`config.mk`:
```
export PLATFORM = sky130hd
export DESIGN_NAME = nor_cmd_seq
export DESIGN_NICKNAME = d
export VERILOG_FILES = /design/src/rtl/nfc_pkg.sv /design/src/rtl/nfc_step_rom.sv /design/src/rtl/nfc_bus_cycle.sv /design/src/rtl/nor_cmd_seq.sv
export SDC_FILE = /design/constraint.sdc
export NUM_CORES = 1
export LEC_CHECK = 0
export BUFFER_PORTS_ARGS = -buffer_cell sky130_fd_sc_hd__buf_2
export CELL_PAD_IN_SITES_DETAIL_PLACEMENT = 1
export CELL_PAD_IN_SITES_GLOBAL_PLACEMENT = 1
export CORE_MARGIN = 8
export CORE_UTILIZATION = 30
export CTS_CLUSTER_SIZE = 30
export DETAILED_ROUTE_END_ITERATION = 10
export PLACE_DENSITY_LB_ADDON = 0.1
export SLEW_MARGIN = 25
export SYNTH_ARGS = -nofsm -noshare
export SYNTH_HDL_FRONTEND = slang
export SYNTH_SLANG_ARGS = --single-unit
```
`constraint.sdc`:
```
create_clock -name clk -period 2.5 [get_ports clk]
set_clock_uncertainty 0.1 [all_clocks]
set_input_delay 0.5 -clock clk [delete_from_list [all_inputs] [get_ports clk]]
set_output_delay 0.5 -clock clk [all_outputs]
set_load 0.01 [all_outputs]
```
`src/rtl/nfc_pkg.sv`:
```
package nfc_pkg;
    typedef enum logic [1:0] {
        OP_NONE  = 2'b00,
        OP_IDENT = 2'b01,
        OP_CHIP  = 2'b10,
        OP_SECT  = 2'b11
    } op_e;

    typedef enum logic [1:0] {
        PH_IDLE, PH_SETUP, PH_STROBE, PH_HOLD
    } phase_e;

    localparam int unsigned SEQ_LEN  = 6;
    localparam logic [15:0] MAGIC_HI = 16'h5555;
    localparam logic [15:0] MAGIC_LO = 16'h2AAA;

    typedef struct packed {
        logic        is_rd;
        logic        use_sector;
        logic [15:0] addr;
        logic [7:0]  data;
    } step_t;
endpackage

```
`src/rtl/nfc_step_rom.sv`:
```
module nfc_step_rom
    import nfc_pkg::*;
(
    input  op_e        op,
    input  logic [2:0] idx,
    output step_t      step
);
    always_comb begin
        step = '{is_rd: 1'b0, use_sector: 1'b0, addr: MAGIC_HI, data: 8'hAA};
        case (idx)
            3'd0: step.data = 8'hAA;
            3'd1: begin step.addr = MAGIC_LO; step.data = 8'h55; end
            3'd2: step.data = (op == OP_IDENT) ? 8'h90 : 8'h80;
            3'd3: begin
                if (op == OP_IDENT) begin
                    step.is_rd = 1'b1; step.addr = 16'h0000; step.data = 8'h00;
                end else begin
                    step.data = 8'hAA;
                end
            end
            3'd4: begin
                if (op == OP_IDENT) begin
                    step.is_rd = 1'b1; step.addr = 16'h0001; step.data = 8'h00;
                end else begin
                    step.addr = MAGIC_LO; step.data = 8'h55;
                end
            end
            default: begin
                if (op == OP_IDENT)      step.data = 8'hF0;
                else if (op == OP_SECT)  begin step.use_sector = 1'b1; step.data = 8'h30; end
                else                     step.data = 8'h10;
            end
        endcase
    end
endmodule

```
`src/rtl/nfc_bus_cycle.sv`:
```
module nfc_bus_cycle
    import nfc_pkg::*;
#(
    parameter int unsigned AW         = 16,
    parameter int unsigned STROBE_CYC = 2
) (
    input  logic          clk,
    input  logic          rst_n,
    input  logic          start,
    input  logic          start_rd,
    input  logic [AW-1:0] start_addr,
    input  logic [7:0]    start_data,
    output logic [AW-1:0] bus_addr,
    output logic [7:0]    bus_wdata,
    output logic          bus_we_n,
    output logic          bus_re_n,
    output logic          capture,
    output logic          finish
);
    localparam int unsigned CW = (STROBE_CYC > 1) ? $clog2(STROBE_CYC) : 1;
    localparam logic [CW-1:0] CNT_LAST = CW'(STROBE_CYC - 1);

    typedef struct packed {
        phase_e        ph;
        logic [CW-1:0] cnt;
        logic          rd;
        logic [AW-1:0] addr;
        logic [7:0]    data;
    } cyc_t;

    cyc_t cyc_d, cyc_q;

    always_comb begin
        cyc_d   = cyc_q;
        capture = 1'b0;
        finish  = 1'b0;
        case (cyc_q.ph)
            PH_SETUP: begin
                cyc_d.ph  = PH_STROBE;
                cyc_d.cnt = '0;
            end
            PH_STROBE: begin
                if (cyc_q.cnt == CNT_LAST) begin
                    cyc_d.ph = PH_HOLD;
                    capture  = cyc_q.rd;
                end else begin
                    cyc_d.cnt = cyc_q.cnt + 1'b1;
                end
            end
            PH_HOLD: begin
                cyc_d.ph = PH_IDLE;
                finish   = 1'b1;
            end
            default: ;
        endcase
        if (start) begin
            cyc_d.ph   = PH_SETUP;
            cyc_d.cnt  = '0;
            cyc_d.rd   = start_rd;
            cyc_d.addr = start_addr;
            cyc_d.data = start_data;
        end
    end

    always_ff @(posedge clk) begin
        if (!rst_n) cyc_q <= '{ph: PH_IDLE, cnt: '0, rd: 1'b0, addr: '0, data: '0};
        else        cyc_q <= cyc_d;
    end

    assign bus_addr  = cyc_q.addr;
    assign bus_wdata = cyc_q.data;
    assign bus_we_n  = !(cyc_q.ph == PH_STROBE && !cyc_q.rd);
    assign bus_re_n  = !(cyc_q.ph == PH_STROBE &&  cyc_q.rd);
endmodule

```
`src/rtl/nor_cmd_seq.sv`:
```
module nor_cmd_seq
    import nfc_pkg::*;
#(
    parameter int unsigned AW         = 16,
    parameter int unsigned STROBE_CYC = 2
) (
    input  logic          clk,
    input  logic          rst_n,
    input  logic          req_valid,
    input  logic [1:0]    req_op,
    input  logic [AW-1:0] req_addr,
    output logic          busy,
    output logic          done,
    output logic          erase_issued,
    output logic [15:0]   ident_id,
    output logic [AW-1:0] bus_addr,
    output logic [7:0]    bus_wdata,
    input  logic [7:0]    bus_rdata,
    output logic          bus_we_n,
    output logic          bus_re_n
);
    localparam logic [2:0] IDX_LAST = 3'(SEQ_LEN - 1);
    localparam logic [2:0] IDX_RDLO = 3'd3;

    typedef struct packed {
        logic          busy;
        op_e           op;
        logic [AW-1:0] sector;
        logic [2:0]    idx;
        logic [15:0]   id;
        logic          done;
        logic          erase;
    } seq_t;

    seq_t          seq_d, seq_q;
    logic          accept, last_step, start, capture, finish;
    op_e           rom_op;
    logic [2:0]    rom_idx;
    step_t         step;
    logic [AW-1:0] step_addr;

    assign accept    = req_valid && !seq_q.busy && (op_e'(req_op) != OP_NONE);
    assign last_step = (seq_q.idx == IDX_LAST);
    assign rom_op    = accept ? op_e'(req_op) : seq_q.op;
    assign rom_idx   = accept ? 3'd0 : seq_q.idx + 3'd1;
    assign start     = accept || (seq_q.busy && finish && !last_step);
    assign step_addr = step.use_sector ? seq_q.sector : AW'(step.addr);

    nfc_step_rom u_rom (
        .op   (rom_op),
        .idx  (rom_idx),
        .step (step)
    );

    nfc_bus_cycle #(.AW(AW), .STROBE_CYC(STROBE_CYC)) u_cyc (
        .clk        (clk),
        .rst_n      (rst_n),
        .start      (start),
        .start_rd   (step.is_rd),
        .start_addr (step_addr),
        .start_data (step.data),
        .bus_addr   (bus_addr),
        .bus_wdata  (bus_wdata),
        .bus_we_n   (bus_we_n),
        .bus_re_n   (bus_re_n),
        .capture    (capture),
        .finish     (finish)
    );

    always_comb begin
        seq_d       = seq_q;
        seq_d.done  = 1'b0;
        seq_d.erase = 1'b0;
        if (accept) begin
            seq_d.busy   = 1'b1;
            seq_d.op     = op_e'(req_op);
            seq_d.sector = req_addr;
            seq_d.idx    = 3'd0;
        end else if (seq_q.busy && finish) begin
            if (last_step) begin
                seq_d.busy  = 1'b0;
                seq_d.done  = 1'b1;
                seq_d.erase = (seq_q.op != OP_IDENT);
            end else begin
                seq_d.idx = seq_q.idx + 3'd1;
            end
        end
        if (capture) begin
            if (seq_q.idx == IDX_RDLO) seq_d.id[7:0]  = bus_rdata;
            else                       seq_d.id[15:8] = bus_rdata;
        end
    end

    always_ff @(posedge clk) begin
        if (!rst_n) seq_q <= '{busy: 1'b0, op: OP_NONE, sector: '0, idx: '0,
                               id: '0, done: 1'b0, erase: 1'b0};
        else        seq_q <= seq_d;
    end

    assign busy         = seq_q.busy;
    assign done         = seq_q.done;
    assign erase_issued = seq_q.erase;
    assign ident_id     = seq_q.id;
endmodule

```
==> results.json <==
{
  "syn2layout_area_growth_pct": 11.7,
  "antenna_found_initial": 0,
  "worst_slack_ns": 0.435,
  "dieArea_um2": 14000,
  "rr_startpoint": "seq_q[18]$_SDFFE_PP0P_",
  "r2r_cells": 6,
  "setup_viol": 0,
  "vias": 2615,
  "maxCapViolCount": 0,
  "netlist_area_um2": 3140,
  "final_cell_mix": "74 x nand2_1, 73 x buf_2, 70 x a21oi_1",
  "drt-total-wl_um": 8900,
  "yosysWarnings": 0,
  "period_share_pct": 82.6,
  "netlist_instances": 377,
  "slowest_delay_ns": 0.48,
  "grt_use_total_pct": 13.0,
  "min_path_cells": 3,
  "outcome": "completed",
  "nNetsFinal": 445,
  "stdcell_area_um2": 3510,
  "seq_area_frac_synth_pct": 42.1,
  "wl_per_cell_um": 16.1,
  "postCtsResizedCells": 0,
  "p_per_area_nw_per_um2": 622,
  "fill_cells": 1253,
  "place_ws_ns": 0.417,
  "io_buffers": 73,
  "worstMarginPinSlew_ns": 0.593,
  "gp_congestion": 0.736,
  "start_util_pct": 30.7,
  "synth_edf_count": 0,
  "drt_iter0_drc": 75,
  "numCtsBuffers": 9,
  "min-delay-start": "req_addr[2]",
  "grt_pass1_vias": 2763,
  "die-height_um": 118,
  "syn-num-nets": 412,
  "cts-htree-levels": 3,
  "cts_tree": "built",
  "final_antenna_net_count": 0,
  "clock-sinks": 66,
  "power.leakage_nw": 1.45,
  "synth_flop_cell": "dfxtp_1",
  "r2r_slack_ns": 0.43,
  "grt_pass1_wl_um": 14700,
  "whs_endpoint": "seq_q[23]$_SDFFE_PN0P_",
  "worstReg2RegEnd": "u_cyc.bus_addr[0]$_SDFFE_PN0P_",
  "hold_viol_final": 0,
  "path_common_cell": "ha_1",
  "critPathSlowestCell": "a311oi_4",
  "fin_setup_tns_ns": 0,
  "path_max_fanout": 9,
  "worstPathRequired_ns": 2.66,
  "placed_cell_area_um2": 3340,
  "post-cts-setup-buffer-count": 0,
  "synthArstFlopShare_pct": 0,
  "crit_arrival_ns": 2.22,
  "max_slew_margin_pct": 60.4,
  "worst_setup_path_end_kind": "flip-flop",
  "clkTransAtPathRegs_ns": 0.07,
  "dr.pass1.iters": 4,
  "ir_drop_mv": 0.207,
  "core_um2": 10200,
  "crit_type": "reg -> reg",
  "dieWidth_um": 118,
  "layout_commonest_cell": "nand2_1",
  "route.detailed.drc": 0,
  "finalMaxSlewViolations": 0,
  "rows": 37,
  "grt_max_degree": 49,
  "drive_gt1_share_pct": 27.0,
  "min_path_type": "in -> reg",
  "via_per_inst": 4.75,
  "grt_setup_unrepaired": "false",
  "clockBufferDepth": 2,
  "dpl.hpwl_um": 6390,
  "grt-ovfl-total": 0,
  "synth_seq_cells": 66,
  "io_pins": 74,
  "start_kind": "flip-flop",
  "postCtsHoldBufs": 0,
  "insertion_delay_ns": 0.33,
  "root_buffer": "clkbuf_8",
  "antenna_cells": 0,
  "path_cells": "ha_1 > ha_1 > inv_1 > a311oi_4 > a21oi_1 > o221ai_1",
  "synth_cell_types": 53,
  "fin_crit_ns": 2.07,
  "max_freq_mhz": 484,
  "postSynthAreaPerCell_um2": 8.33
}
worst max-delay path by stage:
stage	start	endpoint	slack, ns	cells after the start
final	seq_q[18]$_SDFFE_PP0P_	u_cyc.bus_addr[0]$_SDFFE_PN0P_	0.43	6
after CTS	seq_q[18]$_SDFFE_PP0P_	u_cyc.bus_addr[0]$_SDFFE_PN0P_	0.42	6
after detailed placement	seq_q[18]$_SDFFE_PP0P_	u_cyc.bus_addr[0]$_SDFFE_PN0P_	0.42	6
after global routing	seq_q[19]$_SDFFE_PP0P_	u_cyc.bus_addr[6]$_SDFFE_PN0P_	0.26	7
after floorplan	seq_q[18]$_SDFFE_PP0P_	u_cyc.bus_addr[2]$_SDFFE_PN0P_	0.66	7
after global placement	seq_q[18]$_SDFFE_PP0P_	u_cyc.bus_addr[0]$_SDFFE_PN0P_	0.45	6
cell usage after synthesis, types with 2 or more instances:
cell      number  area, um2
o21ai_0        9       45.0
ha_1           6       75.1
and2_1         2       12.5
nand2_1       74        278
buf_2          6       30.0
a21oi_2        2       17.5
inv_1          9       33.8
nand3b_1       2       15.0
dfxtp_1       66       1320
a31oi_1        2       12.5
buf_1          2       7.51
clkbuf_1       5       18.8
a21oi_1       70        350
and3b_1        2       17.5
o211ai_1       8       60.1
o21ai_1        6       30.0
nor3_1         2       10.0
nand2b_1       4       25.0
nand4_1        3       18.8
nand3_1        9       45.0
buf_4         44        330
o211a_1        2       20.0
nor2_1        10       37.5
nor2b_1        2       12.5
a211oi_1       2       15.0
kinds of logic after synthesis:
group	count (synthesis)	synth area share, %
xor+xnor	2	0.558
compound gates	116	23.7
flops	66	42.1
mux	2	0.677
fa+ha+maj	6	2.39
simple gates	118	17.0
buf+inv	67	13.5
cell type report:
type	instances	area, um2	share of cell area [%]
multi-input combinational	244	1400	39.8
tap	136	170	4.85
clock inverter	5	30.0	0.856
inverter	9	33.8	0.963
sequential	66	1320	37.6
clock buffer	11	141	4.03
timing repair buffer	80	418	11.9
per-stage QoR:
step / power, mW / utilization [%] / instances / hold WS, ns
2_1_floorplan: 1.35 / - / 377 / 0.336
3_3_place_gp: 1.42 / 32.6 / 535 / 0.340
3_5_place_dp: 1.43 / 32.6 / 535 / 0.344
4_1_cts: 2.23 / 34.3 / 551 / 0.276
5_1_grt: 2.32 / 34.3 / 551 / 0.285
6_report: 2.18 / 34.3 / 551 / 0.296
state kept, by name, summed over array words and instances, names as in the netlist:
| signal | count |
|---|---|
| u_cyc.bus_wdata | 6 |
| seq_q | 21 |
| busy | 1 |
| ident_id | 16 |
| done | 1 |
| erase_issued | 1 |
| u_cyc.cyc_q | 4 |
| u_cyc.bus_addr | 16 |
worst max-delay path, delay by kind of cell, from the launching register on:
kind,cells,cell delay [ns]
AO/OA/AOI/OAI,3,0.79
adder cells (fa/ha/maj),2,0.64
buffers and inverters,1,0.13
flip-flops,1,0.33
report_power, final:
group / internal, mW / switching, mW / leakage, nW
Combinational: 0.102 / 0.157 / 0.822
Sequential: 1.10 / 0.0339 / 0.539
Clock: 0.382 / 0.406 / 0.0851
per-layer routing:
| layer | global-route usage [%] | up-vias | share of wire [%] |
|---|---|---|---|
| met3 | 3.95 | 7 | 4.5 |
| met1 | 15.9 | 1233 | 48 |
| met4 | 3.60 | 0 | 1.0 |
| li1 | - | 1323 | - |
| met5 | 0 | - | 0 |
| met2 | 21.5 | 52 | 47 |
(Power assumes the default switching activity.)
